`src/rtl/dafilt_pkg.sv`:
```
package dafilt_pkg;
    typedef enum logic [1:0] {
        KIND_ADDR = 2'd0,
        KIND_MASK = 2'd1,
        KIND_CTRL = 2'd2,
        KIND_HASH = 2'd3
    } wr_kind_e;

    localparam logic [31:0] CRC_POLY_REFL = 32'hEDB8_8320;
    localparam logic [31:0] CRC_PRESET    = 32'hFFFF_FFFF;
endpackage

```
`src/rtl/dafilt_regs.sv`:
```
module dafilt_regs #(
    parameter int N_ENTRY = 16,
    parameter int ADDR_W  = 48,
    parameter int TBL_W   = 256,
    parameter int HWORD_W = 16,
    parameter int IDX_W   = 4
) (
    input  logic                          clk,
    input  logic                          rst_n,
    input  logic                          wr_en,
    input  logic [1:0]                    wr_kind,
    input  logic [IDX_W-1:0]              wr_idx,
    input  logic [ADDR_W-1:0]             wr_data,
    output logic [N_ENTRY-1:0][ADDR_W-1:0] addr_o,
    output logic [N_ENTRY-1:0][ADDR_W-1:0] mask_o,
    output logic [N_ENTRY-1:0]            en_o,
    output logic                          hash_en_o,
    output logic [TBL_W-1:0]              table_o
);
    import dafilt_pkg::*;

    localparam int HWORDS = TBL_W / HWORD_W;

    typedef struct packed {
        logic [N_ENTRY-1:0][ADDR_W-1:0] addr;
        logic [N_ENTRY-1:0][ADDR_W-1:0] mask;
        logic [N_ENTRY-1:0]             en;
        logic                           hash_en;
        logic [HWORDS-1:0][HWORD_W-1:0] tbl;
    } cfg_t;

    cfg_t cfg_d, cfg_q;

    always_comb begin
        cfg_d = cfg_q;
        if (wr_en) begin
            unique case (wr_kind_e'(wr_kind))
                KIND_ADDR: if (int'(wr_idx) < N_ENTRY) cfg_d.addr[wr_idx] = wr_data;
                KIND_MASK: if (int'(wr_idx) < N_ENTRY) cfg_d.mask[wr_idx] = wr_data;
                KIND_CTRL: begin
                    cfg_d.en      = wr_data[N_ENTRY-1:0];
                    cfg_d.hash_en = wr_data[N_ENTRY];
                end
                KIND_HASH: if (int'(wr_idx) < HWORDS) cfg_d.tbl[wr_idx] = wr_data[HWORD_W-1:0];
                default: ;
            endcase
        end
    end

    always_ff @(posedge clk) begin
        if (!rst_n) cfg_q <= '0;
        else        cfg_q <= cfg_d;
    end

    assign addr_o    = cfg_q.addr;
    assign mask_o    = cfg_q.mask;
    assign en_o      = cfg_q.en;
    assign hash_en_o = cfg_q.hash_en;
    assign table_o   = cfg_q.tbl;

    // a control write lands in the enable field on the next clock
    a_r11_ctrl_write: assert property (@(posedge clk) disable iff (!rst_n)
        (wr_en && wr_kind == 2'd2) |=> (en_o == $past(wr_data[N_ENTRY-1:0])
                                         && hash_en_o == $past(wr_data[N_ENTRY])));
    // enables change only through a control write
    a_r3_en_stable: assert property (@(posedge clk) disable iff (!rst_n)
        !(wr_en && wr_kind == 2'd2) |=> ($stable(en_o) && $stable(hash_en_o)));
endmodule

```
`src/rtl/dafilt_cam.sv`:
```
module dafilt_cam #(
    parameter int N_ENTRY = 16,
    parameter int ADDR_W  = 48
) (
    input  logic [ADDR_W-1:0]              da,
    input  logic [N_ENTRY-1:0][ADDR_W-1:0] addr,
    input  logic [N_ENTRY-1:0][ADDR_W-1:0] mask,
    input  logic [N_ENTRY-1:0]             en,
    output logic [N_ENTRY-1:0]             hit
);
    for (genvar i = 0; i < N_ENTRY; i++) begin : g_entry
        logic [ADDR_W-1:0] diff;
        assign diff   = (da ^ addr[i]) & ~mask[i];
        assign hit[i] = en[i] && (diff == '0);
    end
endmodule

```
`src/rtl/dafilt_crc_idx.sv`:
```
module dafilt_crc_idx #(
    parameter int ADDR_W = 48,
    parameter int HASH_W = 8
) (
    input  logic [ADDR_W-1:0] da,
    output logic [HASH_W-1:0] idx
);
    import dafilt_pkg::*;

    localparam int NBYTES = ADDR_W / 8;

    logic [31:0] crc;

    always_comb begin
        crc = CRC_PRESET;
        for (int b = NBYTES - 1; b >= 0; b--) begin
            for (int k = 0; k < 8; k++) begin
                logic fb;
                fb  = crc[0] ^ da[b*8 + k];
                crc = {1'b0, crc[31:1]} ^ (fb ? CRC_POLY_REFL : 32'h0);
            end
        end
        idx = crc[31 -: HASH_W];
    end
endmodule

```
`src/rtl/da_filter.sv`:
```
module da_filter #(
    parameter int N_ENTRY = 16,
    parameter int ADDR_W  = 48,
    parameter int HASH_W  = 8,
    parameter int HWORD_W = 16,
    localparam int TBL_W  = 1 << HASH_W,
    localparam int HWORDS = TBL_W / HWORD_W,
    localparam int IDX_W  = $clog2(N_ENTRY > HWORDS ? N_ENTRY : HWORDS)
) (
    input  logic              clk,
    input  logic              rst_n,
    input  logic              wr_en,
    input  logic [1:0]        wr_kind,
    input  logic [IDX_W-1:0]  wr_idx,
    input  logic [ADDR_W-1:0] wr_data,
    input  logic              da_valid,
    input  logic [ADDR_W-1:0] da,
    output logic              res_valid,
    output logic              res_match
);
    localparam int GROUP_BIT = ADDR_W - 8;

    logic [N_ENTRY-1:0][ADDR_W-1:0] addr_w, mask_w;
    logic [N_ENTRY-1:0]             en_w, hit_w;
    logic                           hash_en_w;
    logic [TBL_W-1:0]               table_w;
    logic [HASH_W-1:0]              hidx_w;
    logic                           hash_hit;

    dafilt_regs #(.N_ENTRY(N_ENTRY), .ADDR_W(ADDR_W), .TBL_W(TBL_W),
                  .HWORD_W(HWORD_W), .IDX_W(IDX_W)) u_regs (
        .clk(clk), .rst_n(rst_n), .wr_en(wr_en), .wr_kind(wr_kind),
        .wr_idx(wr_idx), .wr_data(wr_data), .addr_o(addr_w), .mask_o(mask_w),
        .en_o(en_w), .hash_en_o(hash_en_w), .table_o(table_w));

    dafilt_cam #(.N_ENTRY(N_ENTRY), .ADDR_W(ADDR_W)) u_cam (
        .da(da), .addr(addr_w), .mask(mask_w), .en(en_w), .hit(hit_w));

    dafilt_crc_idx #(.ADDR_W(ADDR_W), .HASH_W(HASH_W)) u_crc (
        .da(da), .idx(hidx_w));

    assign hash_hit = hash_en_w && da[GROUP_BIT] && table_w[hidx_w];

    typedef struct packed {
        logic valid;
        logic match;
    } res_t;

    res_t res_d, res_q;

    always_comb begin
        res_d.valid = da_valid;
        res_d.match = da_valid && ((|hit_w) || hash_hit);
    end

    always_ff @(posedge clk) begin
        if (!rst_n) res_q <= '0;
        else        res_q <= res_d;
    end

    assign res_valid = res_q.valid;
    assign res_match = res_q.match;

    // result strobe follows lookup strobe by one clock
    a_r10_valid_follows: assert property (@(posedge clk) disable iff (!rst_n)
        da_valid |=> res_valid);
    a_r10_no_spurious_valid: assert property (@(posedge clk) disable iff (!rst_n)
        !da_valid |=> !res_valid);
    a_r10_match_qualified: assert property (@(posedge clk) disable iff (!rst_n)
        res_match |-> res_valid);
    // a unicast address with no entry hit cannot match
    a_r6_unicast_no_hash: assert property (@(posedge clk) disable iff (!rst_n)
        (da_valid && !da[GROUP_BIT] && hit_w == '0) |=> !res_match);
    // with hashing off, only entry hits can match
    a_r7_hash_off: assert property (@(posedge clk) disable iff (!rst_n)
        (da_valid && !hash_en_w && hit_w == '0) |=> !res_match);
    // with every entry disabled and the hash path closed, nothing matches
    a_r3_all_disabled: assert property (@(posedge clk) disable iff (!rst_n)
        (da_valid && en_w == '0 && !(hash_en_w && da[GROUP_BIT])) |=> !res_match);
    // any entry hit forces a match
    a_r9_entry_hit: assert property (@(posedge clk) disable iff (!rst_n)
        (da_valid && hit_w != '0) |=> res_match);
endmodule

```
`config.mk`:
```
export PLATFORM = sky130hd
export DESIGN_NAME = da_filter
export DESIGN_NICKNAME = d
export VERILOG_FILES = /design/src/rtl/dafilt_pkg.sv /design/src/rtl/dafilt_regs.sv /design/src/rtl/dafilt_cam.sv /design/src/rtl/dafilt_crc_idx.sv /design/src/rtl/da_filter.sv
export SDC_FILE = /design/constraint.sdc
export NUM_CORES = 2
export LEC_CHECK = 0
export CELL_PAD_IN_SITES_DETAIL_PLACEMENT = 0
export CELL_PAD_IN_SITES_GLOBAL_PLACEMENT = 1
export CORE_MARGIN = 2
export CORE_UTILIZATION = 49
export DETAILED_ROUTE_END_ITERATION = 8
export DONT_BUFFER_PORTS = 1
export PLACE_DENSITY_LB_ADDON = 0.1
export REMOVE_ABC_BUFFERS = 1
export SETUP_SLACK_MARGIN = 0.3
export SKIP_CTS_REPAIR_TIMING = 1
export SYNTH_ARGS = -nofsm -noshare
export SYNTH_HDL_FRONTEND = slang
export SYNTH_SLANG_ARGS = --single-unit
export TNS_END_PERCENT = 30
```
`constraint.sdc`:
```
create_clock -name clk -period 5.34 [get_ports clk]
set_input_delay 0 -clock clk [delete_from_list [all_inputs] [get_ports clk]]
set_output_delay 0 -clock clk [all_outputs]
set_load 0.005 [all_outputs]
```
==> qor.csv <==
metric,value,unit
status,"finished, final reports clean",
syn_inst,10100,
avgSynthCellArea,8.19,um2
leakage,28.3,nW
arrival,5250,ps
placed_area,83500,um2
maxCapViolCount,0,
clock-root-buffer,clkbuf_16,
hold_viol_final,0,
clk_path_buf_depth,3,
syn2layout_area_growth,11.4,%
clkSlewWorstSetupHoldPaths,60,ps
irDropWorstVdd,3.97,mV
max_stage_delay,730,ps
worstSetupPathType,in2reg,
holdPathStages,4,
drt-total-wl,325000,um
critical_path.slowest_cell,xnor2_4,
drive_gt1_frac,0.0594,
antenna_found_initial,7,
ys_warn_count,0,
yosys.area.top_type,dfxtp_1,
grt_use_total,0.362,
htree_levels,4,
cp.depth,15,
pin_count,108,
swShare,0.454,
ys_ff_latch,1811,
synth-seq-area-share,0.437,
synthFlopType,dfxtp_1,
synth_cell_types,73,
slew-limit-headroom,0.108,
worst_setup_path_end_kind,flop,
setup_ws,834,ps
start_util,0.495,
dieWidth,415,um
fmax,222,MHz
drc,0,
synth_area_leaders,"dfxtp_1, nand2_1, a21boi_0, xnor2_1, clkbuf_1",
cts_buffers,194,
cts_num_sinks,1811,
rr_worst_depth,9,
drtPass1Iterations,5,
first_iter_violations,7737,
clock_skew,24.4,ps
fp.dieArea,173000,um2
rsz0062_at_grt,no,
critPathBufInv,0,
power_density,784,nW/um2
vias,69500,
power.share.clock,0.186,
wl_per_cell,26.9,um
dpl_worst_slack,7.43,ps
netlist_area,82900,um2
finalMaxSlewViolations,0,
start_kind,input pin,
nets,9816,
min_period_over_period,0.844,
p_seq_frac,0.188,
grt_pass1_wl,458000,um
via_per_inst,5.75,
clk_latency,870,ps
dieHeight,415,um
first_global_vias,63600,
ant_nets,0,
cp_cell_sequence,xnor2_4 -> xnor3_1 -> xnor2_1 -> xnor3_1 -> xnor2_1 -> xnor3_2 -> xor2_4 -> xnor2_4 -> mux4_2 -> mux2_2 -> nand2_1 -> nand4_1 -> o311ai_1 -> a2111oi_2 -> a21o_1,
p_sw,32.8,mW
grt.overflow.total,0,
worstMarginPinSlew,1330,ps
gp_congestion,0.885,
final_area,92300,um2
io_buffers,0,
synth_async_sr_flop_share,0,
worstHoldPathType,in2reg,
required,6080,ps
setup_viol,0,
tritoncts,built,
cpLargestDelayFamily,XOR/XNOR gates,
fin_crit,4510,ps
grt_max_degree,404,
combPwrFrac,0.626,
core,168000,um2
p_int,39.5,mW
dp_hpwl,173000,um
total_power,72.4,mW
netlist.area_leader.share,0.437,
cp_max_fo,22,
whs,7.88,ps
num_rows,150,
synth_edf_count,0,
area by class of cell:
type / instances / area [um2]
clock inverters: 47 / 353
fillers: 15400 / 75300
flip-flops and latches: 1811 / 36300
clock buffers: 307 / 5900
well taps: 2204 / 2760
diodes: 1 / 2.50
inverters: 1 / 3.75
multi-input cells: 7434 / 43600
repair buffers: 268 / 3490
power by group through the flow:
stage | registers, mW | clock network, mW | logic (mW)
floorplan | 13.9 | 0 | 23.5
global placement | 13.9 | 0 | 44.2
detailed placement | 13.9 | 0 | 44.0
CTS | 13.6 | 13.5 | 44.2
global route | 13.6 | 14.1 | 46.2
finish | 13.6 | 13.5 | 45.3
through the flow:
| stage | std cells | setup TNS, ps | utilization |
|---|---|---|---|
| after detailed placement | 11500 | 0 | 0.498 |
| after CTS | 11900 | 0 | 0.535 |
| final | 12100 | 0 | 0.551 |
| after global routing | 12100 | 0 | 0.551 |
| after floorplan | 9246 | -1120 | - |
| after global placement | 11500 | 0 | 0.498 |
kinds of logic after synthesis:
group / synth area share
multiplexers: 0.0117
AND/OR/NAND/NOR: 0.192
XOR/XNOR: 0.116
AO/OA/AOI/OAI: 0.201
buffers and inverters: 0.0415
flip-flops: 0.437
per-layer routing:
layer,GRT usage,wire [um],up-vias
li1,-,-,32300
met1,0.499,139000,33900
met2,0.566,144000,2720
met3,0.0602,26900,569
met4,0.141,14600,2
met5,0,11,-
worst register-to-register path, cell delays in order (launching register included):
cell	delay [ps]
dfxtp_1	320
xnor2_1	610
o22ai_1	180
nor4_1	550
nand4_1	330
o22ai_1	490
nor4_1	100
buf_4	180
nand2_1	250
a21o_1	170
cells in the final DEF (no fill, tap or decap), types with 32 or more instances in the layout:
master	count
a21boi_0	1810
buf_16	57
buf_4	91
clkbuf_1	57
clkbuf_16	199
clkbuf_8	51
clkinv_2	35
dfxtp_1	1811
dlygate4sd3_1	116
mux2i_1	40
nand2_1	3734
nand3_1	48
nor2_1	87
nor2_4	33
nor4_1	84
o22ai_1	384
xnor2_1	842
xnor3_1	44
xor2_1	32
registers in the layout, indices dropped and copies added (netlist names):
name and cells:
u_regs.addr_o 768, res_match 1, res_valid 1, u_regs.hash_en_o 1
u_regs.mask_o 768, u_regs.table_o 256, u_regs.en_o 16
Yosys cell counts (5+ instances only):
cell type	instances
nand2_1	3763
dfxtp_1	1811
a21boi_0	1810
xnor2_1	842
clkbuf_1	762
o22ai_1	384
nor2_1	120
nor4_1	85
buf_1	63
nand3_1	48
xnor3_1	44
mux2i_1	40
buf_2	32
xor2_1	32
nor3_1	30
mux4_2	22
nand4_1	21
o21ai_0	21
a21oi_1	16
a32oi_1	15
xnor2_2	15
buf_4	12
nand2b_1	9
xor2_2	9
xor3_1	8
buf_6	7
o211ai_1	7
xnor2_4	7
xnor3_2	6
a31oi_1	5
and2_1	5
nor2b_1	5
o21ai_1	5
final timing paths:
path                                         start                   to  slack (ps)
worst min-delay path                     wr_idx[1]  u_regs.table_o[128]           8
worst max register to register  u_regs.addr_o[132]            res_match        2110
worst max-delay path                        da[40]            res_match         830
worst min register to register  u_regs.mask_o[735]   u_regs.mask_o[735]         460
No activity file was read; power rests on OpenSTA's default activity.
